<file path="src/rtl/dual_rail_cmul_pkg.sv">
`timescale 1ns/1ps
// Shared rail types for the dual-rail ripple constant multiplier.
// Assumes: rails are active-high; index bits of the quad name the gate
// kind at each level (1 = OR, 0 = AND), outer level in the upper bit.
package dual_rail_cmul_pkg;

    // Carry rails of a one-bit cell: AND and OR of previous bit with its carry.
    typedef struct packed {
        logic w_or;
        logic w_and;
    } rail_pair_t;

    // Carry rails of a two-bit cell, index {outer, inner}.
    typedef logic [3:0] rail_quad_t;

    // Number of cells needed to cover a given result width.
    function automatic int unsigned cells_for(input int unsigned bits, input int unsigned per_cell);
        return (bits + per_cell - 1) / per_cell;
    endfunction

endpackage

</file>
<file path="src/rtl/dual_rail_cell_x1.sv">
`timescale 1ns/1ps
// One-bit unit cell for the times-three chain.
// Adds cur_bit + prv_bit + carry, where the carry arrives as the rail pair
// (prv_bit AND carry, prv_bit OR carry). Assumes rails from the previous
// cell are consistent (AND rail implies OR rail).
module dual_rail_cell_x1
    import dual_rail_cmul_pkg::*;
(
    input  logic       cur_bit,
    input  logic       prv_bit,
    input  rail_pair_t rail_in,
    output rail_pair_t rail_out,
    output logic       sum_bit
);

    logic carry_in;

    // Carry propagation: one gate per rail, selected by Shannon expansion on cur_bit.
    always_comb begin
        rail_out.w_and = cur_bit & rail_in.w_or;
        rail_out.w_or  = cur_bit | rail_in.w_and;
    end

    // u-function: rebuild the true carry from the rails and prv_bit.
    always_comb begin
        carry_in = prv_bit ? rail_in.w_and : rail_in.w_or;
    end

    // Sum generation.
    always_comb begin
        sum_bit = cur_bit ^ prv_bit ^ carry_in;
    end

    // Incoming rails must be ordered; a broken neighbour breaks R1.
    always_comb begin
        assert_rail_order_R1: assert (!rail_in.w_and || rail_in.w_or);
    end

endmodule

</file>
<file path="src/rtl/dual_rail_cell_x2.sv">
`timescale 1ns/1ps
// Two-bit unit cell for the times-five chain.
// Result bits 2j and 2j+1 add cur_bits + prv_bits (operand shifted by two)
// + carry. Carry state is four rails Q{x,y} = gx(hi, gy(lo, c)) where g1 is
// OR and g0 is AND, taken over the previous cell's operand bits.
// Assumes rails from the previous cell are monotonic in their index.
module dual_rail_cell_x2
    import dual_rail_cmul_pkg::*;
(
    input  logic [1:0] cur_bits,
    input  logic [1:0] prv_bits,
    input  rail_quad_t rail_in,
    output rail_quad_t rail_out,
    output logic [1:0] sum_bits
);

    logic carry_lo;
    logic carry_hi;

    // Carry propagation: four paths, two gates each (inner on bit 0, outer on bit 1).
    always_comb begin
        rail_out[0] = cur_bits[1] & (cur_bits[0] & rail_in[3]);
        rail_out[1] = cur_bits[1] & (cur_bits[0] | rail_in[2]);
        rail_out[2] = cur_bits[1] | (cur_bits[0] & rail_in[1]);
        rail_out[3] = cur_bits[1] | (cur_bits[0] | rail_in[0]);
    end

    // u-function: pick the rails whose gates pass the carry unchanged.
    always_comb begin
        carry_lo = rail_in[{~prv_bits[1], ~prv_bits[0]}];
        carry_hi = rail_in[{~prv_bits[1],  cur_bits[0]}];
    end

    // Sum generation for both bits.
    always_comb begin
        sum_bits[0] = cur_bits[0] ^ prv_bits[0] ^ carry_lo;
        sum_bits[1] = cur_bits[1] ^ prv_bits[1] ^ carry_hi;
    end

    // Rails must be monotonic in each index bit; otherwise R2 is broken.
    always_comb begin
        assert_quad_inner_R2: assert ((!rail_in[0] || rail_in[1]) && (!rail_in[2] || rail_in[3]));
        assert_quad_outer_R2: assert ((!rail_in[0] || rail_in[2]) && (!rail_in[1] || rail_in[3]));
    end

endmodule

</file>
<file path="src/rtl/dual_rail_chain.sv">
`timescale 1ns/1ps
// Ripple chain of unit cells computing operand * (2^SHIFT_K + 1).
// SHIFT_K = 1 uses one-bit cells, SHIFT_K = 2 uses two-bit cells.
// Assumes SHIFT_K is 1 or 2; the operand is zero-padded to whole cells.
module dual_rail_chain
    import dual_rail_cmul_pkg::*;
#(
    parameter int unsigned DATA_W  = 10,
    parameter int unsigned SHIFT_K = 1
) (
    input  logic [DATA_W-1:0]         operand,
    output logic [DATA_W+SHIFT_K:0]   result
);

    localparam int unsigned OUT_W = DATA_W + SHIFT_K + 1;
    localparam int unsigned CELLS = cells_for(OUT_W, SHIFT_K);
    localparam int unsigned PAD_W = CELLS * SHIFT_K;

    logic [PAD_W-1:0] padded;
    logic [PAD_W-1:0] shifted;
    logic [PAD_W-1:0] sums;

    // Zero-extend the operand and form the shifted addend.
    always_comb begin
        padded  = PAD_W'(operand);
        shifted = padded << SHIFT_K;
    end

    assign result = sums[OUT_W-1:0];

    if (SHIFT_K == 1) begin : g_x3
        rail_pair_t rails [CELLS+1];
        assign rails[0] = '0;

        for (genvar i = 0; i < CELLS; i++) begin : g_cell
            dual_rail_cell_x1 u_cell (
                .cur_bit  (padded[i]),
                .prv_bit  (shifted[i]),
                .rail_in  (rails[i]),
                .rail_out (rails[i+1]),
                .sum_bit  (sums[i])
            );
        end

        // Final rails carry nothing out: the product fits its width.
        always_comb begin
            assert_no_overflow_R1: assert (rails[CELLS] == '0);
        end
    end else begin : g_x5
        rail_quad_t rails [CELLS+1];
        assign rails[0] = '0;

        for (genvar j = 0; j < CELLS; j++) begin : g_cell
            dual_rail_cell_x2 u_cell (
                .cur_bits (padded[2*j +: 2]),
                .prv_bits (shifted[2*j +: 2]),
                .rail_in  (rails[j]),
                .rail_out (rails[j+1]),
                .sum_bits (sums[2*j +: 2])
            );
        end

        // Final rails empty and padding sum bits zero.
        always_comb begin
            assert_no_overflow_R2: assert (rails[CELLS] == '0);
            assert_pad_clear_R3: assert (PAD_W == OUT_W || sums[PAD_W-1] == 1'b0);
        end
    end

endmodule

</file>
<file path="src/rtl/dual_rail_cmul.sv">
`timescale 1ns/1ps
// Top: registered constant multiplier, product = operand * (2^SHIFT_K + 1).
// Combinational dual-rail ripple chain followed by one output register
// with synchronous active-low reset. Assumes SHIFT_K is 1 or 2.
module dual_rail_cmul #(
    parameter int unsigned DATA_W  = 10,
    parameter int unsigned SHIFT_K = 1
) (
    input  logic                      clk,
    input  logic                      rst_n,
    input  logic [DATA_W-1:0]         operand,
    output logic [DATA_W+SHIFT_K:0]   product
);

    localparam int unsigned OUT_W = DATA_W + SHIFT_K + 1;
    localparam int unsigned MULT  = (1 << SHIFT_K) + 1;

    logic [OUT_W-1:0] chain_sum;

    dual_rail_chain #(
        .DATA_W  (DATA_W),
        .SHIFT_K (SHIFT_K)
    ) u_chain (
        .operand (operand),
        .result  (chain_sum)
    );

    // Output register: clear on reset, else capture the chain result.
    always_ff @(posedge clk) begin
        if (!rst_n) product <= '0;
        else        product <= chain_sum;
    end

    // Product of the previous operand (R1/R2 and R5 together).
    assert_product_R5: assert property (@(posedge clk) disable iff (!rst_n)
        $past(rst_n) |-> product == OUT_W'(MULT) * OUT_W'($past(operand)));

    // Low bit follows low operand bit.
    assert_lsb_R6: assert property (@(posedge clk) disable iff (!rst_n)
        $past(rst_n) |-> product[0] == $past(operand[0]));

    // Reset clears the register.
    assert_reset_clear_R4: assert property (@(posedge clk) disable iff (!rst_n)
        !$past(rst_n) |-> product == '0);

    // Zero in, zero out.
    assert_zero_R8: assert property (@(posedge clk) disable iff (!rst_n)
        ($past(rst_n) && $past(operand) == '0) |-> product == '0);

endmodule

</file>
<file path="config.mk">
export PLATFORM = sky130hd
export DESIGN_NAME = dual_rail_cmul
export DESIGN_NICKNAME = d
export VERILOG_FILES = /design/src/rtl/dual_rail_cmul_pkg.sv /design/src/rtl/dual_rail_cell_x1.sv /design/src/rtl/dual_rail_cell_x2.sv /design/src/rtl/dual_rail_chain.sv /design/src/rtl/dual_rail_cmul.sv
export SDC_FILE = /design/constraint.sdc
export NUM_CORES = 1
export LEC_CHECK = 0
export ABC_AREA = 1
export BUFFER_PORTS_ARGS = -buffer_cell sky130_fd_sc_hd__buf_2
export CAP_MARGIN = 20
export CORE_AREA = 2 2 49 51
export DETAILED_ROUTE_END_ITERATION = 16
export DIE_AREA = 0 0 51 53
export PLACE_DENSITY = 0.78
export SYNTH_ARGS = -nofsm -noshare
export SYNTH_HDL_FRONTEND = slang
export SYNTH_HIERARCHICAL = 1
export SYNTH_SLANG_ARGS = --single-unit
</file>
<file path="constraint.sdc">
create_clock -name clk -period 2.69 [get_ports clk]
set_clock_uncertainty 0.05 [all_clocks]
set_input_delay 0.807 -clock clk [delete_from_list [all_inputs] [get_ports clk]]
set_output_delay 0.807 -clock clk [all_outputs]
set_load 0.01 [all_outputs]
</file>
**After elaboration in Yosys (flattened, before gate mapping)**

Cells that the tools add are included.

- Register bits after elaboration: 12
- Output and inout port bits: 12

- Bitwise logic cells: 35
- Muxes and demuxes: 9

Operator list:

| kind | count |
|---|---|
| bitwise XOR 1 bit | 18 |
| bitwise AND 1 bit | 9 |
| two-way mux 1 bit | 9 |
| bitwise OR 1 bit | 8 |

**Depth between registers and ports, before layout**

- Depth in word-level cells: 11
- Mapped depth: 29
- Gate-level depth less buffers: 29

**Hierarchy**

The synthesis kept the hierarchy.

By module, submodules not included:

| module | instances | sequential area each (um^2) | cells each | area an instance (um^2) |
|---|---|---|---|---|
| dual_rail_cell_x1 | 12 | 0.0 | 15 | 58.8 |
| dual_rail_cmul | 1 | 240.2 | 37 | 341.6 |
| dual_rail_chain | 1 | 0.0 | 1 | 3.8 |

**Worst setup path before layout**

Ideal clock, no wire load.

- Kind: input -> register
- Start: in operand[0]
- End: reg product[11]
- Data required time: 2.531 ns
- Stages on the path: 28
- Path buffers: 0
- Data arrival time: 2.277 ns
- Path slack: 0.255 ns
- Cells stage by stage: inv_1 -> nand2_1 -> nand2_1 -> inv_1 -> inv_1 -> nand2_1 -> nand2_1 -> inv_1 -> inv_1 -> nand2_1 -> nand2_1 -> inv_1 -> inv_1 -> nand2_1 -> nand2_1 -> inv_1 -> inv_1 -> nand2_1 -> nand2_1 -> inv_1 -> inv_1 -> nand2_1 -> nand2_1 -> nand3_1 -> nand2_1 -> inv_1 -> nand2_1 -> inv_1

RTL lines:

| element | RTL line | RTL |
|---|---|---|
| start, declared | dual_rail_cmul.sv:11 | `input logic [DATA_W-1:0] operand,` |
| end signal, assigned | dual_rail_cmul.sv:31 | `else product <= chain_sum;` |
| end, declared | dual_rail_cmul.sv:12 | `output logic [DATA_W+SHIFT_K:0] product` |

==> results.cfg <==
[worst_setup_path]
cp.arrival_ps = 2460
cpPeakStageDelay_ps = 110
startpoint = operand[0]
worstSetupPathType = in -> reg
crit_path_top_delay_cell = buf_2
cp.required_ps = 2810
timing.critical_path.mode_cell = inv_1
worst_setup_path_end_kind = flop
cp_max_fo = 3
worstSetupStartpointType = input port

[route]
via_per_inst = 3.84
wl_met2_um = 779
met1_length_um = 837
drt.antenna.violating_nets = 0
num_vias = 1102
top_layer_used = met4
wl_met3_um = 92
wirelength_um = 1730
wl_per_cell_um = 6.01
route.detailed.drc = 0
drt_pass1_iterations = 4
first_iter_violations = 14

[sta]
fmax_mhz = 428
rsz0062_at_grt = no
period_share_pct = 86.9
slew_violations = 0
tns_ps = 0
min_period_ps = 2340
setup_viol = 0
final_hold_viol_count = 0

[cts]
htreeDepth = 1
root_buffer = clkbuf_4
numCtsBuffers = 3
cts_tree = built
cts_setup_buffers = 0
clk_pin_slew_ps = 70
cts.sinks = 12
cts_buffer_depth = 2

[placed_design]
dp_hpwl_um = 1490
gp_congestion = 0.756
port_buffers = 23

[logic_synthesis]
synth_area_per_cell_um2 = 4.84
yosys_warnings = 6
syn_area_um2 = 1040
syn_inst = 215

[run_status]
status = complete, no violations

[worst_hold_path]
hp-start = rst_n
hold_class = in -> reg
worst_hold_path.endpoint = product[9]$_SDFF_PN0_
min_path_cells = 3

[power]
ir_worst_vdd_v = 0.000256
leakage_nw = 1.03
powerDensity_nw_per_um2 = 372
finalPower_mw = 0.484

[floorplan]
die-area_um2 = 2700
initial_core_util_pct = 48.4
rows = 17
ios = 24
die-height_um = 53
coreArea_um2 = 2150
fp.dieW_um = 51

[global_route]
grt_pass1_vias = 945
grt_max_degree = 13
grt_util_all_layers_pct = 15.5
overflow = 0
antenna_found_initial = 0
grt_pass1_wl_um = 3280

[final_layout]
top_regs = product (12)
final-seq-area_um2 = 240
antenna_cells = 0
multiInputGateArea_um2 = 541
nNetsFinal = 272
fillers = 266
largest_reg_flops = 12
area_growth_pct = 25.2
largest_register = product
layout-drive-gt1-share_pct = 13.1

[job]
drv_cap = 0
[through the flow]
| step | instances | instance area, um^2 | util, % | setup slack (ps) | hold slack [ps] |
|---|---|---|---|---|---|
| 6_report | 287 | 1300 | 60.6 | 352 | 807 |
| 5_1_grt | 287 | 1300 | 60.6 | 8.93 | 812 |
| 4_1_cts | 287 | 1290 | 60.2 | 300 | 803 |
| 3_5_place_dp | 283 | 1260 | 58.5 | 19.5 | 1090 |
| 3_3_place_gp | 283 | 1260 | 58.5 | 60.9 | 1090 |
| 2_1_floorplan | 230 | 1100 | - | 273 | 850 |
[critical path, delay by kind of cell]
| family | cells | cell delay, ps |
|---|---|---|
| and+or+nand+nor | 15 | 890 |
| buffers and inverters | 14 | 770 |
[placed cells by master, fill, tap and decap left out]
master    instances
inv_2             1
nand2_1          91
inv_1            82
clkbuf_8          1
buf_4             3
buf_2            23
clkbuf_4          3
conb_1           16
nand3_1          24
nand2_2           3
dfxtp_1          12
[per-layer routing]
metal	vias up	GRT usage (%)
met5	-	0
li1	655	-
met4	0	3.15
met2	21	29.7
met3	2	3.39
met1	424	17.4
[where the power goes]
group / total, mW / internal, mW / switching [mW] / leakage [nW]
sequential: 0.196 / 0.192 / 0.00387 / 0.100
clock: 0.139 / 0.0822 / 0.0570 / 0.0210
combinational: 0.148 / 0.0581 / 0.0903 / 0.912
[final cells by class]
type                       instances  share of cell area, %
clock buffer                       4                   2.79
inverter                          83                   23.9
multi-input combinational        134                   41.5
sequential                        12                   18.5
tap                               28                   2.69
timing repair buffer              26                   10.6
[worst max-delay path by stage]
stage,end,cells past startpoint
final,product[11]$_SDFF_PN0_,29
after global routing,product[11]$_SDFF_PN0_,29
after CTS,product[11]$_SDFF_PN0_,29
after detailed placement,product[11]$_SDFF_PN0_,29
after global placement,product[11]$_SDFF_PN0_,29
after floorplan,product[11]$_SDFF_PN0_,28
[timing repair]
action                     in CTS  in global routing
hold buffers                    0                  0
setup endpoints to repair       0                  3
gates resized for setup         0                  4
No activity file was read; power rests on OpenSTA's default activity.
